$ cat config.mk
export PLATFORM = sky130hd
export DESIGN_NAME = sfl_fault_logger
export DESIGN_NICKNAME = d
export VERILOG_FILES = /design/src/rtl/sfl_pkg.sv /design/src/rtl/sfl_breaker.sv /design/src/rtl/sfl_policy.sv /design/src/rtl/sfl_regs.sv /design/src/rtl/sfl_fault_logger.sv
export SDC_FILE = /design/constraint.sdc
export NUM_CORES = 1
export LEC_CHECK = 0
export CORE_MARGIN = 4
export CORE_UTILIZATION = 35
export CTS_BUF_LIST = sky130_fd_sc_hd__clkbuf_4
export DETAILED_ROUTE_END_ITERATION = 8
export DONT_BUFFER_PORTS = 1
export PLACE_DENSITY = 0.57
export SKIP_LAST_GASP = 1
export SLEW_MARGIN = 10
export SYNTH_ARGS = -nofsm -noshare
export SYNTH_HDL_FRONTEND = slang
export SYNTH_SLANG_ARGS = --single-unit
$ cat constraint.sdc
create_clock -name clk -period 2.3 [get_ports clk]
set_input_delay 0.115 -clock clk [delete_from_list [all_inputs] [get_ports clk]]
set_output_delay 0.115 -clock clk [all_outputs]
set_load 0.01 [all_outputs]
$ cat src/rtl/sfl_pkg.sv
package sfl_pkg;

    localparam logic [2:0] RA_STAT_LIVE = 3'd0;
    localparam logic [2:0] RA_STAT_SIG  = 3'd1;
    localparam logic [2:0] RA_FLT_VP    = 3'd2;
    localparam logic [2:0] RA_FLT_OC    = 3'd3;
    localparam logic [2:0] RA_CTRL      = 3'd4;
    localparam logic [2:0] RA_AMASK     = 3'd5;

    localparam int CAT_UV = 0;
    localparam int CAT_PB = 1;
    localparam int CAT_OC = 2;
    localparam int NCAT   = 3;

    typedef enum logic [1:0] {
        BRK_IDLE = 2'd0,
        BRK_CNT  = 2'd1,
        BRK_TRIP = 2'd2
    } brk_state_e;

    typedef enum logic {
        POL_RUN  = 1'b0,
        POL_HOLD = 1'b1
    } pol_state_e;

endpackage

$ cat src/rtl/sfl_breaker.sv
module sfl_breaker
    import sfl_pkg::*;
#(
    parameter int FILT_CYC = 2000
) (
    input  logic clk,
    input  logic rst_n,
    input  logic oc_raw,
    output logic oc_qual
);
    localparam int CW = $clog2(FILT_CYC + 1);

    brk_state_e      st, st_nx;
    logic [CW-1:0]   cnt, cnt_nx;

    always_ff @(posedge clk or negedge rst_n) begin
        if (!rst_n) begin
            st  <= BRK_IDLE;
            cnt <= '0;
        end else begin
            st  <= st_nx;
            cnt <= cnt_nx;
        end
    end

    always_comb begin
        st_nx  = st;
        cnt_nx = cnt;
        unique case (st)
            BRK_IDLE: begin
                if (oc_raw) begin
                    cnt_nx = CW'(1);
                    st_nx  = (FILT_CYC <= 1) ? BRK_TRIP : BRK_CNT;
                end
            end
            BRK_CNT: begin
                if (!oc_raw) begin
                    st_nx  = BRK_IDLE;
                    cnt_nx = '0;
                end else if (cnt == CW'(FILT_CYC - 1)) begin
                    st_nx  = BRK_TRIP;
                end else begin
                    cnt_nx = cnt + CW'(1);
                end
            end
            BRK_TRIP: begin
                if (!oc_raw) begin
                    st_nx  = BRK_IDLE;
                    cnt_nx = '0;
                end
            end
            default: begin
                st_nx  = BRK_IDLE;
                cnt_nx = '0;
            end
        endcase
    end

    always_comb begin
        oc_qual = (st == BRK_TRIP);
    end


    brk_rise_src_chk: assert property (@(posedge clk) disable iff (!rst_n)
        $rose(oc_qual) |-> $past(oc_raw));


    brk_cnt_range_chk: assert property (@(posedge clk) disable iff (!rst_n)
        (st == BRK_CNT) |-> (cnt < CW'(FILT_CYC)));

endmodule

$ cat src/rtl/sfl_policy.sv
module sfl_policy
    import sfl_pkg::*;
(
    input  logic clk,
    input  logic rst_n,
    input  logic hold_cond,
    output logic trip_req,
    output logic retry_ok
);
    pol_state_e st, st_nx;
    logic       trip_q;

    always_ff @(posedge clk or negedge rst_n) begin
        if (!rst_n) begin
            st     <= POL_RUN;
            trip_q <= 1'b0;
        end else begin
            st     <= st_nx;
            trip_q <= (st == POL_RUN) && hold_cond;
        end
    end

    always_comb begin
        st_nx = st;
        unique case (st)
            POL_RUN:  if (hold_cond)  st_nx = POL_HOLD;
            POL_HOLD: if (!hold_cond) st_nx = POL_RUN;
            default:  st_nx = POL_RUN;
        endcase
    end

    always_comb begin
        trip_req = trip_q;
        retry_ok = (st == POL_RUN);
    end


    trip_single_chk: assert property (@(posedge clk) disable iff (!rst_n)
        trip_req |=> !trip_req);


    trip_vs_retry_chk: assert property (@(posedge clk) disable iff (!rst_n)
        trip_req |-> !retry_ok);


    run_to_trip_chk: assert property (@(posedge clk) disable iff (!rst_n)
        (retry_ok && hold_cond) |=> trip_req);

endmodule

$ cat src/rtl/sfl_regs.sv
module sfl_regs
    import sfl_pkg::*;
#(
    parameter int NSUP = 4
) (
    input  logic            clk,
    input  logic            rst_n,
    input  logic [2:0]      reg_addr,
    input  logic            reg_wr,
    input  logic [7:0]      reg_wdata,
    output logic [7:0]      reg_rdata,
    input  logic [NSUP-1:0] uv_live,
    input  logic [NSUP-1:0] pb_live,
    input  logic [NSUP-1:0] oc_live,
    input  logic [7:0]      sig_stat,
    output logic [NSUP-1:0] uv_lat,
    output logic [NSUP-1:0] pb_lat,
    output logic [NSUP-1:0] oc_lat,
    output logic [NCAT-1:0] retry_mode,
    output logic            alert_n
);
    logic [7:0]      amask;
    logic [7:0]      clr_vp;
    logic [7:0]      clr_oc;
    logic [NCAT-1:0] cat_hit;

    always_comb begin
        clr_vp = (reg_wr && reg_addr == RA_FLT_VP) ? reg_wdata : 8'h00;
        clr_oc = (reg_wr && reg_addr == RA_FLT_OC) ? reg_wdata : 8'h00;
    end

    always_ff @(posedge clk or negedge rst_n) begin
        if (!rst_n) begin
            uv_lat     <= '0;
            pb_lat     <= '0;
            oc_lat     <= '0;
            retry_mode <= '0;
            amask      <= '0;
        end else begin
            uv_lat <= (uv_lat & ~clr_vp[NSUP-1:0])      | uv_live;
            pb_lat <= (pb_lat & ~clr_vp[2*NSUP-1:NSUP]) | pb_live;
            oc_lat <= (oc_lat & ~clr_oc[NSUP-1:0])      | oc_live;
            if (reg_wr && reg_addr == RA_CTRL)  retry_mode <= reg_wdata[NCAT-1:0];
            if (reg_wr && reg_addr == RA_AMASK) amask      <= reg_wdata;
        end
    end

    always_comb begin
        cat_hit[CAT_UV] = |uv_lat;
        cat_hit[CAT_PB] = |pb_lat;
        cat_hit[CAT_OC] = |oc_lat;
        alert_n = ~|(amask[NCAT-1:0] & cat_hit);
    end

    always_comb begin
        case (reg_addr)
            RA_STAT_LIVE: reg_rdata = 8'({pb_live, uv_live});
            RA_STAT_SIG:  reg_rdata = sig_stat;
            RA_FLT_VP:    reg_rdata = 8'({pb_lat, uv_lat});
            RA_FLT_OC:    reg_rdata = 8'(oc_lat);
            RA_CTRL:      reg_rdata = 8'(retry_mode);
            RA_AMASK:     reg_rdata = amask;
            default:      reg_rdata = 8'h00;
        endcase
    end


    uv_sticky_chk: assert property (@(posedge clk) disable iff (!rst_n)
        (|uv_live) |=> ((uv_lat & $past(uv_live)) == $past(uv_live)));


    oc_sticky_chk: assert property (@(posedge clk) disable iff (!rst_n)
        (|oc_live) |=> ((oc_lat & $past(oc_live)) == $past(oc_live)));


    oc_w1c_chk: assert property (@(posedge clk) disable iff (!rst_n)
        (reg_wr && reg_addr == RA_FLT_OC && (&reg_wdata[NSUP-1:0]) && oc_live == '0)
        |=> (oc_lat == '0));


    alert_quiet_chk: assert property (@(posedge clk) disable iff (!rst_n)
        (amask[NCAT-1:0] == '0) |-> alert_n);

endmodule

$ cat src/rtl/sfl_fault_logger.sv
module sfl_fault_logger
    import sfl_pkg::*;
#(
    parameter int NSUP     = 4,
    parameter int FILT_CYC = 2000
) (
    input  logic            clk,
    input  logic            rst_n,
    input  logic [NSUP-1:0] uv_raw,
    input  logic [NSUP-1:0] pbad_raw,
    input  logic [NSUP-1:0] oc_raw,
    input  logic            sw_short,
    input  logic [4:0]      aux_stat,
    input  logic [1:0]      cfg_strap,
    input  logic [2:0]      reg_addr,
    input  logic            reg_wr,
    input  logic [7:0]      reg_wdata,
    output logic [7:0]      reg_rdata,
    output logic            trip_req,
    output logic            retry_ok,
    output logic            alert_n,
    output logic            thr_low
);
    localparam int NEG_IDX = NSUP - 1;

    logic [NSUP-1:0] mon_mask;
    logic [NSUP-1:0] uv_live, pb_live, oc_live;
    logic [NSUP-1:0] uv_lat, pb_lat, oc_lat;
    logic [NSUP-1:0] hold_uv, hold_pb, hold_oc;
    logic [NCAT-1:0] retry_mode;
    logic [7:0]      sig_stat;
    logic            hold_cond;

    for (genvar i = 0; i < NSUP; i++) begin : g_sup
        assign mon_mask[i] = (i == NEG_IDX) ? (cfg_strap == 2'b00) : 1'b1;

        sfl_breaker #(.FILT_CYC(FILT_CYC)) u_brk (
            .clk     (clk),
            .rst_n   (rst_n),
            .oc_raw  (oc_raw[i]),
            .oc_qual (oc_live[i])
        );
    end

    always_comb begin
        uv_live  = uv_raw & mon_mask;
        pb_live  = pbad_raw & mon_mask;
        sig_stat = {2'b00, sw_short, aux_stat};
        thr_low  = cfg_strap[1];
        hold_uv  = retry_mode[CAT_UV] ? uv_live : (uv_live | uv_lat);
        hold_pb  = retry_mode[CAT_PB] ? pb_live : (pb_live | pb_lat);
        hold_oc  = retry_mode[CAT_OC] ? oc_live : (oc_live | oc_lat);
        hold_cond = (|hold_uv) | (|hold_pb) | (|hold_oc);
    end

    sfl_regs #(.NSUP(NSUP)) u_regs (
        .clk        (clk),
        .rst_n      (rst_n),
        .reg_addr   (reg_addr),
        .reg_wr     (reg_wr),
        .reg_wdata  (reg_wdata),
        .reg_rdata  (reg_rdata),
        .uv_live    (uv_live),
        .pb_live    (pb_live),
        .oc_live    (oc_live),
        .sig_stat   (sig_stat),
        .uv_lat     (uv_lat),
        .pb_lat     (pb_lat),
        .oc_lat     (oc_lat),
        .retry_mode (retry_mode),
        .alert_n    (alert_n)
    );

    sfl_policy u_pol (
        .clk       (clk),
        .rst_n     (rst_n),
        .hold_cond (hold_cond),
        .trip_req  (trip_req),
        .retry_ok  (retry_ok)
    );


    neg_ignored_chk: assert property (@(posedge clk) disable iff (!rst_n)
        (cfg_strap != 2'b00) |-> (uv_live[NEG_IDX] == 1'b0 && pb_live[NEG_IDX] == 1'b0));


    latched_blocks_chk: assert property (@(posedge clk) disable iff (!rst_n)
        ((|oc_lat) && !retry_mode[CAT_OC]) |=> !retry_ok);

endmodule

==> results.cfg, run 1 <==
[placement]
gp_congestion = 0.828
portBuffers = 0
place_hpwl_um = 7630
dp.cells = 648

[floorplanning]
ios = 46
die_w_um = 123
die_height_um = 123
core_area_um2 = 12800
die_area_um2 = 15100
num_rows = 41
start_util = 0.362

[yosys]
yosysSeqAreaShare = 0.416
yosys.area_share.adder = 0.0108
synth_top_family_by_area = simple AND/OR/NAND/NOR gates
syn-cell-area_um2 = 4630
yosysMostFrequentCell = dfrtp_1
netlist_instances = 501
syn_area_per_cell_um2 = 9.24
synth_simple_gate_area_frac = 0.237
synthFlopType = dfrtp_1
syn_nets = 539
yosysTopAreaCellShare = 0.416
yosys-top-cells-area = dfrtp_1, o21ai_0, a21oi_1
yosys.area_share.xor_xnor = 0.0397
synth.area.mux_share = 0.0522
synth_edf_count = 0
synth.distinct_cells = 66
async_flop_share = 1.00
ys_top_cells_by_count = dfrtp_1, o21ai_0, nand2_1, a21oi_1, nor2_1
synth_compound_area_frac = 0.201
yosys.area.top_type = dfrtp_1
synth_seq_cells = 77
yosysWarningCount = 0

[hold_path]
min_delay_path_depth = 2
hold_class = input pin to flip-flop

[worst_setup_path]
ff2ff_path_depth = 4
critPathKind = flip-flop to primary output
worstPathCellList = or4_1 > a222oi_1
cp_max_fo = 3
worstSetupPathDepth = 2
cp.required_ns = 2.18
crit_family = compound AO/OA/AOI/OAI gates
critPathSlowestCell = a222oi_1
end_kind = primary output
path_buf_inv = 0
start_kind = flip-flop
arrival_ns = 2.09
slowest_delay_ns = 0.64

[route]
drtAntennaViolNets = 0
remaining_drc_errors = 0
wire_per_inst_um = 16.2
drtIter0Drc = 375
routed_wl_um = 11300
vias = 3976
vias_per_cell = 5.68
dr.pass1.iters = 7

[cts]
postCtsSetupBuffers = 0
insertion_delay_ns = 0.45
cts_tree = built
htreeDepth = 3
clockBufferDepth = 2
cts_root_buffer = clkbuf_4
clk_transition_reported_paths_ns = 0.14
cts.sinks = 77
cts_buffers = 9

[global_route]
grt_pass1_vias = 3830
grt.total_usage = 0.157
grt_pass1_wl_um = 18900
grt_start_max_net_pins = 78
antenna_found_initial = 0
grt_overflow = 0

[timing]
tightest_slew_ns = 0.615
max_freq_ghz = 0.454
setup_viol = 0
period_minus_slack_ns = 2.20
finalHoldViolations = 0
slew_viol_final = 0
setup_tns_ns = 0
fin_crit_sh = 0.957
relSlewSlack = 0.587
rsz0062_at_grt = no
fin_skew_ns = 0.0163

[power_and_ir_drop]
power.leakage_nw = 2.09
clockPowerShare = 0.295
power.internal_mw = 1.93
power_frac_seq = 0.565
p_per_area_nw_per_um2 = 507
swShare = 0.275
p_switching_mw = 0.731
peakVddDrop_uv = 175
share_comb_of_total_power = 0.140

[status]
status = complete, no violations

[job]
drv_cap = 0

[layout]
n_fill_cell = 1250
nets = 562
diodes = 0
area_growth_pct = 13.2
final_cells = 700
layout-drive-gt1-share = 0.0682
==> stage by stage <==
| stage | worst slack, ns | hold slack, ns | cell area (um2) | utilization | power [mW] |
|---|---|---|---|---|---|
| 6_report | 0.0992 | 0.0207 | 5240 | 0.410 | 2.66 |
| 4_1_cts | 0.0523 | 0.000588 | 5230 | 0.410 | 2.70 |
| 3_3_place_gp | 0.365 | -0.179 | 4720 | 0.370 | 1.78 |
| 3_5_place_dp | 0.336 | -0.178 | 4720 | 0.370 | 1.79 |
| 2_1_floorplan | 0.493 | -0.181 | 4630 | - | 1.75 |
| 5_1_grt | 0.00227 | 0.00591 | 5240 | 0.410 | 2.82 |
==> path summary, 6_finish.rpt <==
kind	start	slack [ns]	to
setup / recovery	u_regs.pb_lat[2]$_DFF_PN0_	0.1	alert_n
hold reg to reg	g_sup[3].u_brk.cnt[9]$_DFFE_PN0P_	0.49	g_sup[3].u_brk.cnt[9]$_DFFE_PN0P_
max in group asynchronous	rst_n	1.73	g_sup[3].u_brk.cnt[4]$_DFFE_PN0P_
hold / removal	oc_raw[0]	0.02	g_sup[0].u_brk.cnt[9]$_DFFE_PN0P_
setup reg to reg	g_sup[0].u_brk.cnt[4]$_DFFE_PN0P_	0.33	g_sup[0].u_brk.cnt[6]$_DFFE_PN0P_
min in group asynchronous	rst_n	0.26	u_regs.amask[2]$_DFFE_PN0P_
==> sequential cells by signal, indices dropped and copies added (netlist names) <==
register	flops
u_pol.trip_req	1
u_regs.oc_lat	4
g_sup.u_brk.st	8
u_regs.uv_lat	4
u_regs.amask	8
g_sup.u_brk.cnt	44
u_pol.st	1
u_regs.retry_mode	3
u_regs.pb_lat	4
==> cells by family (layout without fill, tap and decap cells) <==
family / after synthesis / after routing
buf+inv: 43 / 70
fa+ha+maj: 4 / 4
simple gates: 183 / 183
compound gates: 150 / 150
xor+xnor: 21 / 21
flops: 77 / 77
mux: 23 / 23
==> layout make-up <==
cell class / instances / area [um2] / area share
multi-input cells: 381 / 2510 / 0.480
flip-flops and latches: 77 / 1930 / 0.368
repair buffers: 39 / 403 / 0.0769
well taps: 172 / 215 / 0.0411
clock buffers: 9 / 67.6 / 0.0129
inverters: 16 / 60.1 / 0.0115
clock inverters: 6 / 55.1 / 0.0105
==> metal layers <==
metal  global-route usage  vias to the layer above  wire, um
met3               0.0398                       18       589
met4               0.0644                        0       250
li1                     -                     1919         -
met1                0.205                     1952      5240
met5                    0                        -         0
met2                0.249                       87      5250
==> timing repair <==
| action | CTS | global route |
|---|---|---|
| setup endpoints to repair | 0 | 4 |
| gates resized for setup | 0 | 2 |
| hold buffers | 37 | 0 |
| endpoints found under the hold margin | 137 | 0 |
==> cells in the final DEF (no fill, tap or decap), types with 12 or more instances in the layout <==
cell type       n
a21oi_1        35
dfrtp_1        77
dlygate4sd3_1  36
inv_1          16
mux2i_1        14
nand2_1        36
nand3_1        15
nor2_1         27
o21ai_0        47
o31ai_1        12
xor2_1         16
==> power by group through the flow <==
stage | clock network (mW) | logic, mW | registers, mW
floorplan | 0 | 0.253 | 1.50
global placement | 0 | 0.257 | 1.52
detailed placement | 0 | 0.267 | 1.53
CTS | 0.829 | 0.374 | 1.50
global route | 0.880 | 0.424 | 1.51
finish | 0.784 | 0.373 | 1.50
(Power assumes the default switching activity.)
==> run 2: changes to the inputs <==
--- a/config.mk
+++ b/config.mk
@@ -7,7 +7,7 @@
 export LEC_CHECK = 0
 export CORE_MARGIN = 4
 export CORE_UTILIZATION = 35
-export CTS_BUF_LIST = sky130_fd_sc_hd__clkbuf_4
+export CTS_BUF_LIST = sky130_fd_sc_hd__clkbuf_2 sky130_fd_sc_hd__clkbuf_4 sky130_fd_sc_hd__clkbuf_8
 export DETAILED_ROUTE_END_ITERATION = 8
 export DONT_BUFFER_PORTS = 1
 export PLACE_DENSITY = 0.57
==> run 2 against run 1 <==
Effect of this change: register-to-register slack about the same; core utilization barely moved; via count down 0.91%; critical path depth did not move; worst hold slack lost 0.0059 ns; non-clock buffer count is 7 lower.
==> results.cfg, run 2 (synthesized netlist as in run 1, its figures left out) <==
[cts]
postCtsSetupBuffers = 0
cts_resized = 0
htreeDepth = 3
clk_transition_reported_paths_ns = 0.07
cts_buffers = 9
cts.sinks = 77
insertion_delay_ns = 0.35
clockBufferDepth = 2
cts_root_buffer = clkbuf_8
cts_tree = built

[layout]
utilization = 0.410
final_cells = 693
top_regs = g_sup.u_brk.cnt x44, g_sup.u_brk.st x8, u_regs.amask x8
diodes = 0
layout-drive-gt1-share = 0.0691
final_common_cell = dfrtp_1
fin_area_um2 = 5240
largest_reg_flops = 44
nets = 555
area_growth_pct = 13.2
layout_common_cells = dfrtp_1, o21ai_0, nand2_1, a21oi_1, dlygate4sd3_1
largest-register = g_sup.u_brk.cnt

[timing]
max_freq_ghz = 0.476
period_minus_slack_ns = 2.10
relSlewSlack = 0.449
setup_viol = 0
tightest_slew_ns = 0.816
fin_crit_sh = 0.914
slew_viol_final = 0
fin_skew_ns = 0.0132
finalHoldViolations = 0
setup_tns_ns = 0
rsz0062_at_grt = no

[floorplanning]
num_rows = 41
ios = 46
core_area_um2 = 12800
die_height_um = 123
die_w_um = 123
die_area_um2 = 15100
start_util = 0.362

[route]
routed_wl_um = 11300
wire_per_inst_um = 16.4
drtAntennaViolNets = 0
drtIter0Drc = 390
vias_per_cell = 5.69
vias = 3940
remaining_drc_errors = 0
dr.pass1.iters = 5

[worst_setup_path]
path_buf_inv = 0
start_kind = flip-flop
critPathSlowestCell = a222oi_1
arrival_ns = 1.99
cp.required_ns = 2.18
critPathKind = flip-flop to primary output
end_kind = primary output
cp_max_fo = 3
slowest_delay_ns = 0.67
crit_family = compound AO/OA/AOI/OAI gates
worstPathCellList = or4_1 > a222oi_1
rrSetupSlack_ns = 0.34

[job]
drv_cap = 0

[global_route]
antenna_found_initial = 0
grt_start_max_net_pins = 78
grt.total_usage = 0.156
grt_pass1_vias = 3793
grt_overflow = 0
grt_pass1_wl_um = 18800

[placement]
gp_congestion = 0.828
place_hpwl_um = 7630
portBuffers = 0
dp.cells = 648
place_area_um2 = 4720

[power_and_ir_drop]
power.leakage_nw = 2.10
clockPowerShare = 0.360
peakVddDrop_uv = 275
share_comb_of_total_power = 0.120
power_frac_seq = 0.520
p_per_area_nw_per_um2 = 552
power.internal_mw = 2.15
p_switching_mw = 0.743
swShare = 0.257

[hold_path]
hold_class = input pin to flip-flop

[status]
status = complete, no violations
==> run 2: cell types whose count changed in the layout (fill, tap and decap cells not counted) <==
cell,delta
or4_4,-1
nor4bb_1,+1
clkbuf_8,+11
or4_1,+1
clkbuf_4,-9
nor4bb_2,-1
dlygate4sd3_1,-7
clkinv_1,-2
==> run 2: routing by layer <==
layer / wire, um / global-route usage / vias up
met1: 5340 / 0.208 / 1940
met4: 189 / 0.0561 / 0
met2: 5270 / 0.251 / 83
met3: 532 / 0.0320 / 12
li1: - / - / 1905
met5: 0 / 0 / -
==> run 2: tightest hold or removal path: cells and delay by family <==
kind | cells | cell delay, ns
and+or+nand+nor | 1 | 0.03
AOI/OAI and AO/OA | 2 | 0.17
==> run 2: repair_timing <==
item	in CTS	in global routing
setup endpoints to repair	0	0
hold buffers	30	0
hold endpoints to repair	123	0
==> run 2: worst paths after layout <==
| check | startpoint | endpoint | cells after the start |
|---|---|---|---|
| max in group asynchronous | rst_n | u_regs.oc_lat[2]$_DFF_PN0_ | 2 |
| worst min-delay path | oc_raw[3] | g_sup[3].u_brk.cnt[7]$_DFFE_PN0P_ | 3 |
| worst min register to register | g_sup[3].u_brk.cnt[9]$_DFFE_PN0P_ | g_sup[3].u_brk.cnt[9]$_DFFE_PN0P_ | 1 |
| worst max register to register | g_sup[0].u_brk.cnt[4]$_DFFE_PN0P_ | g_sup[0].u_brk.cnt[6]$_DFFE_PN0P_ | 4 |
| worst max-delay path | u_regs.oc_lat[2]$_DFF_PN0_ | alert_n | 2 |
| min in group asynchronous | rst_n | g_sup[0].u_brk.cnt[0]$_DFFE_PN0P_ | 2 |
==> run 2: power by group through the flow <==
stage          Sequential, mW  Clock (mW)  Combinational, mW
2_1_floorplan            1.50           0              0.253
3_3_place_gp             1.52           0              0.257
3_5_place_dp             1.53           0              0.267
4_1_cts                  1.50        1.09              0.350
5_1_grt                  1.51        1.13              0.397
6_report                 1.50        1.04              0.348
==> run 2: through the flow <==
step	hold slack [ns]	worst slack, ns	total power [mW]
4_1_cts	0.000959	0.190	2.94
6_report	0.0148	0.198	2.89
5_1_grt	0.0377	0.0883	3.04
3_5_place_dp	-0.178	0.336	1.79
2_1_floorplan	-0.181	0.493	1.75
3_3_place_gp	-0.179	0.365	1.78
==> run 2: final cells by class <==
type                    count  area, um2
fillers                  1243       7540
multi-input cells         381       2500
flip-flops and latches     77       1930
repair buffers             32        333
well taps                 172        215
clock buffers              11        151
inverters                  16       60.1
clock inverters             4       47.5
==> run 3: changes to the inputs <==
--- a/config.mk
+++ b/config.mk
@@ -5,12 +5,14 @@
 export SDC_FILE = /design/constraint.sdc
 export NUM_CORES = 1
 export LEC_CHECK = 0
+export CAP_MARGIN = 20
 export CORE_MARGIN = 4
-export CORE_UTILIZATION = 35
+export CORE_UTILIZATION = 59
 export CTS_BUF_LIST = sky130_fd_sc_hd__clkbuf_2 sky130_fd_sc_hd__clkbuf_4 sky130_fd_sc_hd__clkbuf_8
 export DETAILED_ROUTE_END_ITERATION = 8
 export DONT_BUFFER_PORTS = 1
-export PLACE_DENSITY = 0.57
+export GPL_ROUTABILITY_DRIVEN = 0
+export PLACE_DENSITY = 0.83
 export SKIP_LAST_GASP = 1
 export SLEW_MARGIN = 10
 export SYNTH_ARGS = -nofsm -noshare
==> run 3 against run 2 <==
Effect of this change: die area down 38%; register-to-register slack worse by 0.03 ns; global-route usage up 8.8 points; clock power down 11%; clock-buffer cell count up 3; flip-flop and latch count unchanged; combinational power up 2%; non-clock buffer count up 1; clock skew down 0.0058 ns; final cell count down 9.8%.
==> results.cfg, run 3 (synthesized netlist as in run 1, its figures left out) <==
[floorplanning]
start_util = 0.602
core_area_um2 = 7690
num_rows = 32
ios = 46
die_w_um = 96.6
die_area_um2 = 9330
die_height_um = 96.6

[timing]
fin_skew_ns = 0.00738
rsz0062_at_grt = no
max_freq_ghz = 0.478
setup_viol = 0
setup_tns_ns = 0
timing.hold.ws_ns = 0.00893
period_minus_slack_ns = 2.09
fin_crit_sh = 0.909
tightest_slew_ns = 0.892
finalHoldViolations = 0
slew_viol_final = 0
relSlewSlack = 0.397

[global_route]
grt_overflow = 0
grt_pass1_wl_um = 17900
grt.total_usage = 0.244
grt_start_max_net_pins = 78
grt_pass1_vias = 3761
antenna_found_initial = 0

[worst_setup_path]
rrSetupSlack_ns = 0.31
ff2ff_path_depth = 4
start_kind = flip-flop
r2r-start = g_sup[0].u_brk.cnt[4]$_DFFE_PN0P_
critPathSlowestCell = a222oi_1
slowest_delay_ns = 0.65
worstPathCellList = or4_1 > a222oi_1
r2r_end = g_sup[0].u_brk.cnt[6]$_DFFE_PN0P_
critPathKind = flip-flop to primary output
cp_max_fo = 3
end_kind = primary output
cp.required_ns = 2.18
arrival_ns = 1.98

[layout]
n_fill_cell = 578
fin_area_um2 = 5130
largest-register = g_sup.u_brk.cnt
diodes = 0
final_common_cell = dfrtp_1
largest_reg_flops = 44
final_cells = 625
top_regs = g_sup.u_brk.cnt x44, g_sup.u_brk.st x8, u_regs.amask x8
layout_common_cells = dfrtp_1, o21ai_0, nand2_1, a21oi_1, dlygate4sd3_1
area_growth_pct = 10.8
nets = 556
layout-drive-gt1-share = 0.0727

[hold_path]
min_delay_path_depth = 3
hp-start = oc_raw[1]
hold_class = input pin to flip-flop
hold-path-endpoint = g_sup[1].u_brk.cnt[4]$_DFFE_PN0P_

[power_and_ir_drop]
power.leakage_nw = 2.10
p_per_area_nw_per_um2 = 542
peakVddDrop_uv = 256

[cts]
cts_resized = 0
clockBufferDepth = 2
cts_root_buffer = clkbuf_8
htreeDepth = 3
cts_tree = built
cts_buffers = 9
postCtsSetupBuffers = 0
cts.sinks = 77
clk_transition_reported_paths_ns = 0.08
insertion_delay_ns = 0.35

[status]
status = complete, no violations

[route]
routed_wl_um = 11100
wire_per_inst_um = 17.8
dr_wl_met2_um = 5350
vias = 4018
remaining_drc_errors = 0
drtIter0Drc = 359
vias_per_cell = 6.43
drtAntennaViolNets = 0
route.met3.wl_um = 730
dr.pass1.iters = 5
routed.top_layer = met4
drt-met1-wl_um = 4860

[placement]
portBuffers = 0
place_area_um2 = 4640
place_hpwl_um = 7250
dp.cells = 579

[job]
drv_cap = 0
-- run 3: changes by cell type in the layout (fill, tap and decap cells not counted) --
| cell | before | now |
|---|---|---|
| buf_4 | 2 | 3 |
| bufinv_16 | 1 | 0 |
| clkbuf_4 | 0 | 5 |
| clkbuf_8 | 11 | 9 |
| clkinvlp_4 | 1 | 0 |
-- run 3: how the worst max path moves through the flow --
stage | depth (start not counted) | slack, ns | end | startpoint
2_1_floorplan | 5 | 0.49 | g_sup[0].u_brk.cnt[10]$_DFFE_PN0P_ | g_sup[0].u_brk.cnt[0]$_DFFE_PN0P_
3_3_place_gp | 4 | 0.39 | g_sup[0].u_brk.cnt[6]$_DFFE_PN0P_ | g_sup[0].u_brk.cnt[4]$_DFFE_PN0P_
3_5_place_dp | 4 | 0.35 | g_sup[0].u_brk.cnt[6]$_DFFE_PN0P_ | g_sup[0].u_brk.cnt[4]$_DFFE_PN0P_
4_1_cts | 2 | 0.25 | alert_n | u_regs.oc_lat[2]$_DFF_PN0_
5_1_grt | 2 | 0.14 | alert_n | u_regs.oc_lat[2]$_DFF_PN0_
6_report | 2 | 0.21 | alert_n | u_regs.oc_lat[2]$_DFF_PN0_
-- run 3: timing repair --
action | 4_1_cts | 5_1_grt
hold buffers | 30 | 0
hold endpoints to repair | 118 | 0
endpoints found under the setup margin | 0 | 0
-- run 3: through the flow --
step / utilization / power [mW] / worst slack [ns]
floorplan: - / 1.75 / 0.493
global placement: 0.604 / 1.77 / 0.391
detailed placement: 0.604 / 1.79 / 0.351
CTS: 0.667 / 2.79 / 0.248
global route: 0.667 / 2.92 / 0.139
finish: 0.667 / 2.78 / 0.210
-- run 3: critical path, delay by kind of cell, from the launching register on --
kind	cells	cell delay, ns
compound gates	1	0.65
flops	1	0.41
simple gates	1	0.57
-- run 3: routing by layer --
| layer | GRT usage | up-vias |
|---|---|---|
| li1 | - | 1896 |
| met1 | 0.323 | 1957 |
| met2 | 0.398 | 145 |
| met3 | 0.0542 | 20 |
| met4 | 0.0794 | 0 |
| met5 | 0 | - |
-- run 3: where the power goes --
group	leakage [nW]	internal (mW)	switching, mW
clock network	0.0955	0.450	0.472
registers	0.988	1.43	0.0765
logic	1.02	0.171	0.185
total	2.10	2.05	0.734
-- run 3: final cells by class --
cell class | count | area (um2) | area share
clock buffers | 14 | 161 | 0.0315
clock inverters | 2 | 10.0 | 0.00195
inverters | 16 | 60.1 | 0.0117
multi-input cells | 381 | 2500 | 0.488
well taps | 102 | 128 | 0.0249
flip-flops and latches | 77 | 1930 | 0.376
repair buffers | 33 | 340 | 0.0663
